`src/rtl/way_lock_pkg.sv`:
```
package way_lock_pkg;
   // How the victim was chosen
   typedef enum logic [1:0] {
      PICK_BASE     = 2'd0,
      PICK_LOWEST   = 2'd1,
      PICK_FALLBACK = 2'd2
   } pick_kind_e;

   localparam int unsigned FLAG_LAST = 0;
   localparam int unsigned FLAG_NONE = 1;
   localparam int unsigned NUM_FLAGS = 2;
endpackage

```
`src/rtl/wl_lowest.sv`:
```
module wl_lowest #(
   parameter int unsigned WIDTH = 8,
   localparam int unsigned IDX_W = (WIDTH > 1) ? $clog2(WIDTH) : 1
) (
   input  logic [WIDTH-1:0] vec,
   output logic [IDX_W-1:0] idx,
   output logic             found
);
   // scan from the top so the lowest set bit is written last
   always_comb begin
      idx   = '0;
      found = 1'b0;
      for (int i = WIDTH - 1; i >= 0; i--) begin
         if (vec[i]) begin
            idx   = IDX_W'(i);
            found = 1'b1;
         end
      end
   end
endmodule

```
`src/rtl/wl_select.sv`:
```
module wl_select
   import way_lock_pkg::*;
#(
   parameter int unsigned NUM_WAYS = 8,
   localparam int unsigned WAY_W = $clog2(NUM_WAYS)
) (
   input  logic [NUM_WAYS-1:0] lock_bits,
   input  logic [NUM_WAYS-1:0] allow_mask,
   input  logic [WAY_W-1:0]    base_way,
   output logic [WAY_W-1:0]    way,
   output pick_kind_e          kind,
   output logic                any_avail,
   output logic                multi_avail
);
   logic [NUM_WAYS-1:0] eff_allow;
   logic [NUM_WAYS-1:0] avail;
   logic [WAY_W-1:0]    low_avail_idx;
   logic [WAY_W-1:0]    low_allow_idx;
   logic                low_allow_found;
   logic                base_ok;

   // an empty mask means the requester has no restriction
   assign eff_allow = (allow_mask == '0) ? '1 : allow_mask;

   for (genvar g = 0; g < NUM_WAYS; g++) begin : g_avail
      assign avail[g] = eff_allow[g] & ~lock_bits[g];
   end

   wl_lowest #(.WIDTH(NUM_WAYS)) u_low_avail (
      .vec   (avail),
      .idx   (low_avail_idx),
      .found (any_avail)
   );

   wl_lowest #(.WIDTH(NUM_WAYS)) u_low_allow (
      .vec   (eff_allow),
      .idx   (low_allow_idx),
      .found (low_allow_found)
   );

   // clearing the lowest set bit leaves something only if two or more were set
   assign multi_avail = |(avail & (avail - NUM_WAYS'(1)));
   assign base_ok     = avail[base_way];

   always_comb begin
      if (base_ok) begin
         way  = base_way;
         kind = PICK_BASE;
      end else if (any_avail) begin
         way  = low_avail_idx;
         kind = PICK_LOWEST;
      end else begin
         way  = low_allow_found ? low_allow_idx : '0;
         kind = PICK_FALLBACK;
      end
   end
endmodule

```
`src/rtl/wl_flags.sv`:
```
module wl_flags #(
   parameter int unsigned COUNT = 2
) (
   input  logic             clk,
   input  logic             rst_n,
   input  logic [COUNT-1:0] set_evt,
   input  logic [COUNT-1:0] clr_req,
   input  logic [COUNT-1:0] irq_en,
   output logic [COUNT-1:0] flags,
   output logic             irq
);
   for (genvar g = 0; g < COUNT; g++) begin : g_flag
      always_ff @(posedge clk or negedge rst_n) begin
         if (!rst_n)          flags[g] <= 1'b0;
         else if (set_evt[g]) flags[g] <= 1'b1;   // set beats clear
         else if (clr_req[g]) flags[g] <= 1'b0;
      end
   end

   assign irq = |(flags & irq_en);
endmodule

```
`src/rtl/way_lock_victim.sv`:
```
module way_lock_victim
   import way_lock_pkg::*;
#(
   parameter int unsigned NUM_WAYS = 8,
   localparam int unsigned WAY_W = $clog2(NUM_WAYS)
) (
   input  logic                clk,
   input  logic                rst_n,
   input  logic                req_valid,
   input  logic                req_lock,
   input  logic [NUM_WAYS-1:0] lock_bits,
   input  logic [NUM_WAYS-1:0] allow_mask,
   input  logic [WAY_W-1:0]    base_way,
   input  logic                irq_en_last,
   input  logic                irq_en_none,
   input  logic                clr_last,
   input  logic                clr_none,
   output logic                out_valid,
   output logic [WAY_W-1:0]    out_way,
   output logic                out_lock_set,
   output logic                out_lock_clr,
   output logic                err_last,
   output logic                err_none,
   output logic                irq
);
   if (NUM_WAYS < 2 || (1 << WAY_W) != NUM_WAYS) begin : g_bad_ways
      $error("way_lock_victim: NUM_WAYS must be a power of two of at least 2");
   end

   logic [WAY_W-1:0]     sel_way;
   pick_kind_e           sel_kind;
   logic                 sel_any;
   logic                 sel_multi;
   logic [NUM_FLAGS-1:0] flag_set;
   logic [NUM_FLAGS-1:0] flag_clr;
   logic [NUM_FLAGS-1:0] flag_en;
   logic [NUM_FLAGS-1:0] flag_q;

   wl_select #(.NUM_WAYS(NUM_WAYS)) u_select (
      .lock_bits   (lock_bits),
      .allow_mask  (allow_mask),
      .base_way    (base_way),
      .way         (sel_way),
      .kind        (sel_kind),
      .any_avail   (sel_any),
      .multi_avail (sel_multi)
   );

   always_ff @(posedge clk or negedge rst_n) begin
      if (!rst_n) begin
         out_valid    <= 1'b0;
         out_way      <= '0;
         out_lock_set <= 1'b0;
         out_lock_clr <= 1'b0;
      end else begin
         out_valid    <= req_valid;
         out_lock_set <= req_valid & req_lock & sel_multi;
         out_lock_clr <= req_valid & (sel_kind == PICK_FALLBACK);
         if (req_valid) out_way <= sel_way;
      end
   end

   assign flag_set[FLAG_LAST] = req_valid & req_lock & sel_any & ~sel_multi;
   assign flag_set[FLAG_NONE] = req_valid & (sel_kind == PICK_FALLBACK);
   assign flag_clr[FLAG_LAST] = clr_last;
   assign flag_clr[FLAG_NONE] = clr_none;
   assign flag_en[FLAG_LAST]  = irq_en_last;
   assign flag_en[FLAG_NONE]  = irq_en_none;

   wl_flags #(.COUNT(NUM_FLAGS)) u_flags (
      .clk     (clk),
      .rst_n   (rst_n),
      .set_evt (flag_set),
      .clr_req (flag_clr),
      .irq_en  (flag_en),
      .flags   (flag_q),
      .irq     (irq)
   );

   assign err_last = flag_q[FLAG_LAST];
   assign err_none = flag_q[FLAG_NONE];
endmodule

```
`config.mk`:
```
export PLATFORM = sky130hd
export DESIGN_NAME = way_lock_victim
export DESIGN_NICKNAME = d
export VERILOG_FILES = /design/src/rtl/way_lock_pkg.sv /design/src/rtl/wl_lowest.sv /design/src/rtl/wl_select.sv /design/src/rtl/wl_flags.sv /design/src/rtl/way_lock_victim.sv
export SDC_FILE = /design/constraint.sdc
export NUM_CORES = 1
export LEC_CHECK = 0
export BUFFER_PORTS_ARGS = -buffer_cell sky130_fd_sc_hd__buf_2
export CAP_MARGIN = 10
export CORE_UTILIZATION = 35
export DETAILED_ROUTE_END_ITERATION = 8
export PLACE_DENSITY_LB_ADDON = 0.15
export SYNTH_ARGS = -nofsm -noshare
export SYNTH_HDL_FRONTEND = slang
export SYNTH_HIERARCHICAL = 1
export SYNTH_SLANG_ARGS = --single-unit
export TNS_END_PERCENT = 1
```
`constraint.sdc`:
```
create_clock -name clk -period 0.8 [get_ports clk]
set_input_delay 0.08 -clock clk [delete_from_list [all_inputs] [get_ports clk]]
set_output_delay 0.08 -clock clk [all_outputs]
set_load 0.005 [all_outputs]
```
======== Yosys cells after proc, flatten, opt, wreduce, memory -nomap -nowiden ========
Cells that the tools add are included.
Widths: inputs -> output; s select.
word-level totals
  register bits ........................... 8
  latch bits .............................. 0
  bits in writable memories ............... 0
  memory bits (read-only) ................. 0
  input port bits ......................... 27
  output and inout bits ................... 9
  word-level logic and storage cells ...... 82
  memories kept ........................... 0
operators by class
  add/subtract/negate cells ............... 1
  $mul .................................... 0
  div/mod/pow operators ................... 0
  order comparisons ....................... 1
  equality and inequality tests ........... 1
  shift operators ......................... 0
  muxes and demuxes ....................... 44
  bitwise logic cells ..................... 24
  reductions and logical operators ........ 5
operators by type and width
  cell                 count
  $mux 3               19
  $mux 1               21
  $and 1x1->1          13
  $not 1->1            9
  $and 8x8->8          1
  $logic_not 8->1      1
  $mux 8               1
  $reduce_or 8->1      1
  $sub 8x1->8 const B  1
  $lt 3x4->1 const B   1
  $mux 2               2
  $reduce_bool 2->1    2
  $bmux 1 s3           1
  $and 2x2->2          1
  $eq 2x2->1 const B   1
  $reduce_or 2->1      1

======== Longest topological paths before layout ========
Gate-level depths: netlist (run 1).
  depth in word-level cells ............... 16
  depth in mapped cells ................... 11
  gate-level depth less buffers ........... 10

======== Hierarchy ========
Netlist (run 1), hierarchy kept.
modules (own cells, without submodules)
  module           instances  cells an instance  area an instance (µm²)  sequential area each (µm²)
  wl_select        1          87                 565.5                   0.0
  way_lock_victim  1          12                 212.7                   150.1
  wl_lowest        2          13                 80.1                    0.0
  wl_flags         1          7                  82.6                    50.0

======== Worst setup path before layout (run 1) ========
No wires, ideal clock.
  path kind ............................... input-to-reg
  start ................................... input allow_mask[0]
  end ..................................... register out_way[1]
  library setup time ...................... 0.125 ns
  data arrival time ....................... 2.088 ns
  data required time ...................... 0.675 ns
  slack ................................... -1.412 ns
  cell stages on the path ................. 8
  path buffers ............................ 1
  cells stage by stage .................... buf_2 -> or4_1 -> o22ai_4 -> mux2i_1 -> or3_1 -> nand3_2 -> mux2_1 -> mux2_2
on the way
  elaborated cells on any way between the ends .. 47
  classes of those cells .................. mux: 38; bitwise: 8; reduce/logical: 1
RTL lines
  element                                         line                   text
  start: declaration                              way_lock_victim.sv:12  input logic [NUM_WAYS-1:0] allow_mask,
  $logic_not 8->1 *                               wl_select.sv:23        assign eff_allow = (allow_mask == '0) ? '1 : allow_mask;
  $mux 8 *                                        wl_select.sv:23
  $and 1x1->1 *                                   wl_select.sv:26        assign avail[g] = eff_allow[g] & ~lock_bits[g];
  via u_select.avail[2]                           wl_select.sv:16        logic [NUM_WAYS-1:0] avail;
  $mux 3 or $mux 1 (tied branches) (3 in series)  wl_lowest.sv:14        if (vec[i]) begin
  $mux 3                                          wl_select.sv:49        end else if (any_avail) begin
  $mux 3 *                                        wl_select.sv:46        if (base_ok) begin
  via sel_way[1]                                  way_lock_victim.sv:30  logic [WAY_W-1:0] sel_way;
  end signal: assignment                          way_lock_victim.sv:59  if (req_valid) out_way <= sel_way;
  end: declaration                                way_lock_victim.sv:19  output logic [WAY_W-1:0] out_way,
The timed path passes the listed nets; every way through them passes the cells marked *. The select of a mux whose other input is x is not followed.
A chain may end at the register's enable or synchronous reset.

======== Final worst setup path (run 1) ========
  start ................................... input allow_mask[2]
  end ..................................... register out_way[0]
on the way
  elaborated cells on any way between the ends .. 47
  classes of those cells .................. mux: 38; bitwise: 8; reduce/logical: 1
RTL lines
  element                                             line
  $logic_not 8->1 *                                   wl_select.sv:23
  $mux 8 *                                            wl_select.sv:23
  $and 1x1->1 *                                       wl_select.sv:26
  via u_select.avail[1]                               wl_select.sv:16
  branches (longest 3 deep; another with $bmux 1 s3)  n/a
  $mux 3 *                                            wl_select.sv:46
  via sel_way[0]                                      way_lock_victim.sv:30
Mark *: on every way through the listed nets, which the timed path passes. The select of a mux whose other input is x is not followed.

==> results.sh, run 1 <==
export IMPL_syn_num_nets=159
export IMPL_numCtsBuffers=3
export IMPL_cp_required_ns=0.93
export IMPL_core_area_mm2=0.002758
export IMPL_die_h_um=56.01
export IMPL_clock_sinks=8
export IMPL_route_detailed_drc=0
export IMPL_ys_seq_area_frac=0.1961
export IMPL_clk_pin_slew_ns=0.06
export IMPL_synth_edf_count=0
export IMPL_port_buffers=35
export IMPL_die_w_um=56.01
export IMPL_status="finished, violations left"
export IMPL_worst_setup_path_start_kind="primary input"
export IMPL_initial_core_util=0.3702
export IMPL_p_leak_nw=0.8709
export IMPL_diodes=0
export IMPL_worst_slew_pin_slew_ns=0.4269
export IMPL_r2r_cells=1
export IMPL_setup_slack_ns=-1.237
export IMPL_synth_top_cell_area_share=0.1961
export IMPL_slew_violations=0
export IMPL_dp_hpwl_um=2591
export IMPL_cp_end_kind="flip-flop"
export IMPL_r2r_end="out_way[0]"
export IMPL_cp_max_fo=4
export IMPL_layout_nets=243
export IMPL_grt_max_degree=9
export IMPL_synth_area_leaders="dfrtp_1 (20%), inv_1 (6.3%), nor2_1 (4.4%)"
export IMPL_root_buffer="clkbuf_4"
export IMPL_clk_latency_ns=0.24
export IMPL_gp_congestion=0.8327
export IMPL_async_flop_share=1.000
export IMPL_relSlewSlack=0.7117
export IMPL_path_class="in2reg"
export IMPL_grt_total_usage=0.2164
export IMPL_max_freq_mhz=490.9
export IMPL_syn_area_per_cell_um2=7.735
export IMPL_viasPerCell=5.424
export IMPL_final_util=0.6357
export IMPL_powerDensity_mw_per_mm2=929.9
export IMPL_cts_tree="yes"
export IMPL_synth_common_cells="inv_1 (17), nor2_1 (12), nand2_1 (11), dfrtp_1 (8)"
export IMPL_drive_gt1_frac=0.5561
export IMPL_placement_setup_worst_slack_ns=-1.505
export IMPL_antenna_found_initial=0
export IMPL_arrival_ns=2.16
export IMPL_io_pins=36
export IMPL_clock_path_buffers=2
export IMPL_grt_overflow=0
export IMPL_ys_ff_latch=8
export IMPL_fin_crit_sh=2.546
export IMPL_hold_depth=1
export IMPL_post_synth_top_count_cell="inv_1"
export IMPL_grt_pass1_vias=1281
export IMPL_drv_cap=0
export IMPL_rsz0062_at_grt="yes"
export IMPL_wl_per_cell_um=13.38
export IMPL_vdd_drop_max_v=0.001160
export IMPL_synth_cell_type_count=44
export IMPL_worstHoldStart="req_valid"
export IMPL_holdPathEnd="out_valid"
export IMPL_violations="setup timing"
export IMPL_num_vias=1329
export IMPL_drt_pass1_iterations=4
export IMPL_ys_flop_type="dfrtp_1"
export IMPL_ys_warn_count=6
export IMPL_skew_ns=0
export IMPL_r2r_slack_ns=0.03
export IMPL_drt_initial_drc_count=31
export IMPL_period_minus_slack_ns=2.037
export IMPL_grt_pass1_wl_um=5499
export IMPL_routed_wl_um=3277
export IMPL_area_delta_synth_final_pct=71.69
export IMPL_dieArea_mm2=0.003137
export IMPL_r2r_start="out_way[0]"
export IMPL_hold_viol=0
export IMPL_finalSetupViolCount=14
export IMPL_ant_nets=0
export IMPL_htreeDepth=1
export IMPL_yosys_area_top_type="dfrtp_1"
export IMPL_syn_inst=132
export IMPL_netlist_area_mm2=0.001021
export IMPL_hold_path_class="in2reg"
export IMPL_rows=19
[power breakdown]
group | internal, mW | switching, mW
registers | 0.449 | 0.0239
clock network | 0.171 | 0.133
logic | 0.461 | 0.392
[routing by layer]
layer,up-vias,GRT usage,part of all wire
met5,-,0,0
met4,0,0.06969,0.015
met3,6,0.03256,0.039
met2,39,0.3929,0.53
met1,615,0.2586,0.41
li1,669,-,-
[how the worst max path moves through the flow]
stage	start	end	depth (start not counted)
floorplan	allow_mask[1]	out_way[0]	8
global placement	allow_mask[0]	out_way[0]	12
detailed placement	allow_mask[0]	out_way[0]	12
CTS	allow_mask[2]	out_way[0]	10
global route	allow_mask[6]	out_way[0]	10
finish	allow_mask[2]	out_way[0]	10
[flip-flops by register name, summed over array words and instances, names as in the netlist]
| signal | flops |
|---|---|
| out_lock_set | 1 |
| out_lock_clr | 1 |
| u_flags/flags | 2 |
| out_valid | 1 |
| out_way | 3 |
[final cells by class]
class / count / area, um^2
Sequential cell: 8 / 200.2
Clock buffer: 3 / 22.52
Timing Repair Buffer: 82 / 549.3
Fill cell: 253 / 1005
Multi-Input combinational cell: 104 / 878.3
Inverter: 17 / 63.81
Tap cell: 31 / 38.79
[logic make-up after synthesis]
| family | count (synthesis) | synth area share |
|---|---|---|
| buffers and inverters | 20 | 0.07598 |
| muxes | 6 | 0.06495 |
| AOI/OAI and AO/OA | 41 | 0.3162 |
| and+or+nand+nor | 55 | 0.3272 |
| adders and majority gates | 2 | 0.01961 |
| DFF | 8 | 0.1961 |
[cells in the final DEF (no fill, tap or decap), types with 5 or more instances in the layout]
master,count
buf_2,32
buf_4,46
dfrtp_1,8
inv_1,16
nand2_1,11
nor2_1,10
nor2b_1,5
nor4_2,5
o21ai_1,5
[worst max-delay path, cell delays in order]
cell and delay (ns):
buf_2 0.13, buf_4 0.14, or4_4 0.50, o22ai_4 0.18, buf_6 0.13, nand3b_1 0.09, a31o_1 0.26, nand3_2 0.10
mux2_4 0.30, mux2_4 0.25
[repair_timing]
item                                    4_1_cts  5_1_grt
buffers inserted                              4        1
hold endpoints to repair                      8        0
pin swaps                                     8        5
endpoints found under the setup margin       13       16
gates resized for setup                      18        8
hold buffers                                  1        0
[stage by stage]
| step | hold slack (ns) | cells | TNS, ns | power, mW | instance area (um^2) |
|---|---|---|---|---|---|
| global route | 0.02733 | 245 | -9.115 | 1.748 | 1753 |
| global placement | -0.07506 | 236 | -9.679 | 1.216 | 1551 |
| detailed placement | -0.07207 | 236 | -9.869 | 1.232 | 1551 |
| finish | 0.03044 | 245 | -8.254 | 1.630 | 1753 |
| CTS | 0.04181 | 244 | -8.055 | 1.599 | 1707 |
| floorplan | -0.2156 | 132 | -8.014 | 0.8518 | 1054 |
(Power assumes the default switching activity.)
==> run 2, diff against run 1 <==
CORE_UTILIZATION = 45   (was 35)
==> run 2 against run 1 <==
The flow still finishes with violations (setup timing). Register-to-register slack barely moved. First-iteration DRC count rose to 2.9 times the previous value. Total power rose by 6.4%. Clock-buffer cell count did not move. Via count rose by 16%. Wire length rose by 35%. Sequential cell count did not move. Sequential power barely moved. Combinational power rose by 13%. Die area fell by 21%. Critical path depth rose by 2. Critical path type unchanged. Critical endpoint is now out_way[1]. Largest cell class unchanged. Largest power group unchanged. Highest routed layer unchanged.
==> results.sh, run 2 (same netlist as run 1, synthesis figures left out) <==
export IMPL_status="finished, violations left"
export IMPL_violations="setup timing"
export IMPL_path_buf_inv=3
export IMPL_switching_share=0.3514
export IMPL_fin_crit_sh=2.608
export IMPL_port_buffers=35
export IMPL_cp_required_ns=0.92
export IMPL_p_leak_nw=0.9312
export IMPL_clock_path_buffers=2
export IMPL_crit_family="compound AO/OA/AOI/OAI gates"
export IMPL_drv_cap=0
export IMPL_max_freq_mhz=479.3
export IMPL_p_seq_frac=0.274
export IMPL_r2r_slack_ns=0.02
export IMPL_num_vias=1542
export IMPL_layout_nets=247
export IMPL_layout_common_cells="buf_4 (47), buf_2 (28), inv_1 (16), nor2_1 (12), nand2_1 (10)"
export IMPL_clk_latency_ns=0.24
export IMPL_clock_sinks=8
export IMPL_root_buffer="clkbuf_4"
export IMPL_p_comb_frac=0.556
export IMPL_final_cells=245
export IMPL_routed_wl_um=4410
export IMPL_hold_path_class="in2reg"
export IMPL_initial_core_util=0.5000
export IMPL_worstHoldStart="req_valid"
export IMPL_antenna_found_initial=0
export IMPL_cp_startpoint="allow_mask[3]"
export IMPL_place_inst=236
export IMPL_rows=16
export IMPL_numCtsBuffers=3
export IMPL_critical_path_slowest_cell="nor4_4"
export IMPL_r2r_end="out_way[0]"
export IMPL_io_pins=36
export IMPL_slowest_delay_ns=0.40
export IMPL_grt_max_degree=9
export IMPL_worst_slew_pin_slew_ns=0.4071
export IMPL_path_depth=12
export IMPL_viasPerCell=6.294
export IMPL_wl_per_cell_um=18.00
export IMPL_worst_setup_path_start_kind="primary input"
export IMPL_hold_viol=0
export IMPL_slew_violations=0
export IMPL_drive_gt1_frac=0.5688
export IMPL_setup_slack_ns=-1.286
export IMPL_relSlewSlack=0.7268
export IMPL_vdd_drop_max_v=0.0008359
export IMPL_clk_pin_slew_ns=0.06
export IMPL_period_minus_slack_ns=2.086
export IMPL_final_common_cell="buf_4"
export IMPL_rsz0062_at_grt="yes"
export IMPL_cp_max_fo=6
export IMPL_p_total_mw=1.734
export IMPL_dieArea_mm2=0.002463
export IMPL_core_area_mm2=0.002042
export IMPL_reg_top3="out_way: 3 flops, u_flags/flags: 2 flops"
export IMPL_powerDensity_mw_per_mm2=943.4
export IMPL_grt_pass1_wl_um=6527
export IMPL_dp_hpwl_um=2639
export IMPL_arrival_ns=2.21
export IMPL_skew_ns=0
export IMPL_htreeDepth=1
export IMPL_r2r_cells=1
export IMPL_area_delta_synth_final_pct=80.02
export IMPL_die_h_um=49.63
export IMPL_grt_pass1_vias=1521
export IMPL_route_detailed_drc=0
export IMPL_power_internal_mw=1.125
export IMPL_drt_pass1_iterations=5
export IMPL_finalSetupViolCount=14
export IMPL_grt_busiest_layer="met2"
export IMPL_diodes=0
export IMPL_ant_nets=0
export IMPL_gp_congestion=0.8177
export IMPL_path_class="in2reg"
export IMPL_endpoint="out_way[1]"
export IMPL_grt_use_met1=0.3533
export IMPL_drt_initial_drc_count=89
export IMPL_r2r_start="out_way[0]"
export IMPL_crit_chain="buf_4 > nor4_4 > a32oi_2 > inv_1 > buf_4 > nor2_1 > o21ai_0 > a211oi_1 > nand2_1 > o21ai_0 > mux2_4 > mux2_4"
export IMPL_grt_use_met2=0.6284
export IMPL_met3_usage=0.05556
export IMPL_largest_reg_flops=3
export IMPL_cp_end_kind="flip-flop"
export IMPL_clock_power_share=0.170
export IMPL_die_w_um=49.63
export IMPL_cts_tree="yes"
export IMPL_grt_overflow=0
export IMPL_registers_top_by_ff_count="out_way"
export IMPL_p_switching_uw=609.3
export IMPL_grt_total_usage=0.3466
run 2: cell types whose count changed in the layout (fill, tap and decap cells not counted), sizes merged:
cell	delta
clkbuf	+1
buf	+3
run 2: area by class of cell:
type	count	area (um^2)
Clock buffer	3	22.52
Fill cell	91	203.9
Inverter	17	63.81
Multi-Input combinational cell	104	893.4
Sequential cell	8	200.2
Tap cell	27	33.78
Timing Repair Buffer	86	624.3
run 2: how the worst min path moves through the flow:
| stage | end | slack (ns) | depth (start not counted) |
|---|---|---|---|
| detailed placement | u_flags/flags[0] | -0.07 | 1 |
| finish | out_valid | 0.03 | 1 |
| global placement | u_flags/flags[0] | -0.08 | 1 |
| global route | out_valid | 0.02 | 1 |
| floorplan | out_lock_clr | -0.22 | 0 |
| CTS | out_valid | 0.02 | 1 |
run 2: power by group through the flow:
stage | clock network (mW) | logic [mW] | registers [mW]
5_1_grt | 0.330 | 1.02 | 0.479
3_3_place_gp | 0 | 0.747 | 0.476
2_1_floorplan | 0 | 0.370 | 0.482
6_report | 0.295 | 0.964 | 0.475
3_5_place_dp | 0 | 0.779 | 0.481
4_1_cts | 0.308 | 0.856 | 0.475
run 2: through the flow:
step | hold slack [ns] | setup slack (ns) | area, um^2 | utilization | setup TNS (ns)
floorplan | -0.2156 | -1.368 | 1054 | - | -8.014
CTS | 0.02238 | -1.191 | 1753 | 0.8585 | -8.052
global placement | -0.07692 | -1.548 | 1577 | 0.7721 | -9.641
global route | 0.02234 | -1.316 | 1838 | 0.9001 | -9.227
finish | 0.03306 | -1.286 | 1838 | 0.9001 | -8.594
detailed placement | -0.07214 | -1.602 | 1577 | 0.7721 | -10.09
run 2: routing by layer:
layer	wire length [um]	part of all wire
met3	409	0.093
met1	1534	0.35
met2	2174	0.49
met4	291	0.066
met5	0	0
run 2: repair_timing:
item,in CTS,in global routing
setup buffers,5,1
gates resized for setup,24,18
endpoints found under the setup margin,16,16
hold buffers,1,0
pin swaps,16,11
endpoints found under the hold margin,8,0
==> run 3, diff against run 2 <==
CELL_PAD_IN_SITES_DETAIL_PLACEMENT = 1   (was default)
CELL_PAD_IN_SITES_GLOBAL_PLACEMENT = 1   (was default)
CORE_UTILIZATION = 31   (was 45)
==> run 3 against run 2 <==
The flow still finishes with violations (setup timing). Sequential cell count stayed put. Highest routed layer unchanged. Cell count is 10% higher. Die area is 43% higher. Worst hold slack better by 0.0018 ns. Clock power hardly changed. Combinational power is 1% higher. First-iteration DRC count is 76% lower. Sequential share of layout area is 0.43 points lower. Register-to-register slack better by 0.03 ns. Critical path depth is 2 lower.
==> results.sh, run 3 (same netlist as run 1, synthesis figures left out) <==
export IMPL_status="finished, violations left"
export IMPL_violations="setup timing"
export IMPL_io_pins=36
export IMPL_slew_violations=0
export IMPL_numCtsBuffers=3
export IMPL_grt_overflow=0
export IMPL_initial_core_util=0.3317
export IMPL_route_detailed_drc=0
export IMPL_finalSetupViolCount=13
export IMPL_cp_end_kind="flip-flop"
export IMPL_setup_slack_ns=-1.272
export IMPL_rsz0062_at_grt="yes"
export IMPL_grt_pass1_vias=1464
export IMPL_area_delta_synth_final_pct=87.50
export IMPL_period_minus_slack_ns=2.072
export IMPL_die_w_um=59.39
export IMPL_num_vias=1465
export IMPL_fin_crit_sh=2.590
export IMPL_worst_setup_path_start_kind="primary input"
export IMPL_largest_reg_flops=3
export IMPL_die_h_um=59.39
export IMPL_rows=20
export IMPL_grt_max_degree=9
export IMPL_clock_path_buffers=2
export IMPL_dp_hpwl_um=3247
export IMPL_vdd_drop_max_v=0.0003418
export IMPL_drt_pass1_iterations=4
export IMPL_relSlewSlack=0.7093
export IMPL_drive_gt1_frac=0.5929
export IMPL_grt_total_usage=0.2325
export IMPL_root_buffer="clkbuf_4"
export IMPL_final_common_cell="buf_4"
export IMPL_finalHoldWorstSlack_ns=0.03490
export IMPL_drv_cap=0
export IMPL_grt_pass1_wl_um=6175
export IMPL_clock_sinks=8
export IMPL_drt_initial_drc_count=21
export IMPL_ant_nets=0
export IMPL_layout_common_cells="buf_4 (58), buf_2 (28), inv_1 (17), nor2_1 (11), nand2_1 (10)"
export IMPL_dieArea_mm2=0.003527
export IMPL_max_freq_mhz=482.7
export IMPL_hold_viol=0
export IMPL_layout_nets=255
export IMPL_cp_max_fo=5
export IMPL_skew_ns=0
export IMPL_p_total_mw=1.737
export IMPL_core_area_mm2=0.003078
export IMPL_viasPerCell=5.426
export IMPL_powerDensity_mw_per_mm2=907.2
export IMPL_wl_per_cell_um=17.42
export IMPL_diodes=0
export IMPL_reg_top3="out_way: 3 flops, u_flags/flags: 2 flops"
export IMPL_htreeDepth=1
export IMPL_port_buffers=35
export IMPL_placement_setup_worst_slack_ns=-1.683
export IMPL_routed_wl_um=4704
export IMPL_cts_tree="yes"
export IMPL_path_class="in2reg"
export IMPL_cp_required_ns=0.93
export IMPL_antenna_found_initial=0
export IMPL_clk_pin_slew_ns=0.05
export IMPL_hold_path_class="in2reg"
export IMPL_arrival_ns=2.20
export IMPL_nFillCells=381
export IMPL_gp_congestion=0.8223
export IMPL_worst_slew_pin_slew_ns=0.4305
export IMPL_clk_latency_ns=0.24
export IMPL_registers_top_by_ff_count="out_way"
export IMPL_p_leak_nw=0.9601
==> run 3: per-stage QoR <==
stage	TNS, ns	cell area, um^2	std cells	utilization
2_1_floorplan	-8.014	1054	132	-
3_3_place_gp	-9.403	1643	259	0.5337
3_5_place_dp	-10.16	1643	259	0.5337
4_1_cts	-7.921	1785	265	0.5801
5_1_grt	-8.992	1914	270	0.6220
6_report	-8.241	1914	270	0.6220
==> run 3: path summary, 6_finish.rpt <==
kind	cells after the start	slack, ns	start	end
setup / recovery	10	-1.27	allow_mask[5]	out_way[0]
hold / removal	1	0.03	req_valid	out_valid
setup reg to reg	1	0.05	out_way[1]	out_way[1]
hold reg to reg	1	0.50	out_way[2]	out_way[2]
max in group asynchronous	2	0.44	rst_n	out_way[2]
min in group asynchronous	2	0.19	rst_n	u_flags/flags[0]
==> run 3: report_power, final <==
part	switching, mW	internal [mW]
registers	0.0214	0.449
logic	0.454	0.520
clock network	0.121	0.171
total	0.596	1.14
==> run 3: critical path: stages <==
cell	delay [ns]
buf_8	0.10
or4_4	0.60
o22ai_4	0.19
buf_6	0.14
nor2b_4	0.03
o21bai_1	0.21
o41ai_2	0.11
a22o_1	0.22
mux2_4	0.26
mux2_4	0.25
==> run 3: per-layer routing <==
metal	up-vias	GRT usage	routed length (um)
li1	688	-	-
met1	717	0.2315	1710
met2	48	0.4831	2702
met3	12	0.01310	168
met4	0	0.09524	123
met5	-	0	0
==> run 3: final cells by class <==
type	count	area, um^2	area share
Timing Repair Buffer	94	671.9	0.3510
Tap cell	44	55.05	0.02876
Clock buffer	3	22.52	0.01176
Multi-Input combinational cell	104	900.9	0.4706
Inverter	17	63.81	0.03333
Sequential cell	8	200.2	0.1046
==> run 3: timing repair <==
item / 4_1_cts / 5_1_grt
hold buffers: 1 / 0
endpoints found under the hold margin: 8 / 0
endpoints found under the setup margin: 16 / 16
resized for setup: 21 / 23
buffers inserted: 2 / 5
pin swaps: 7 / 8
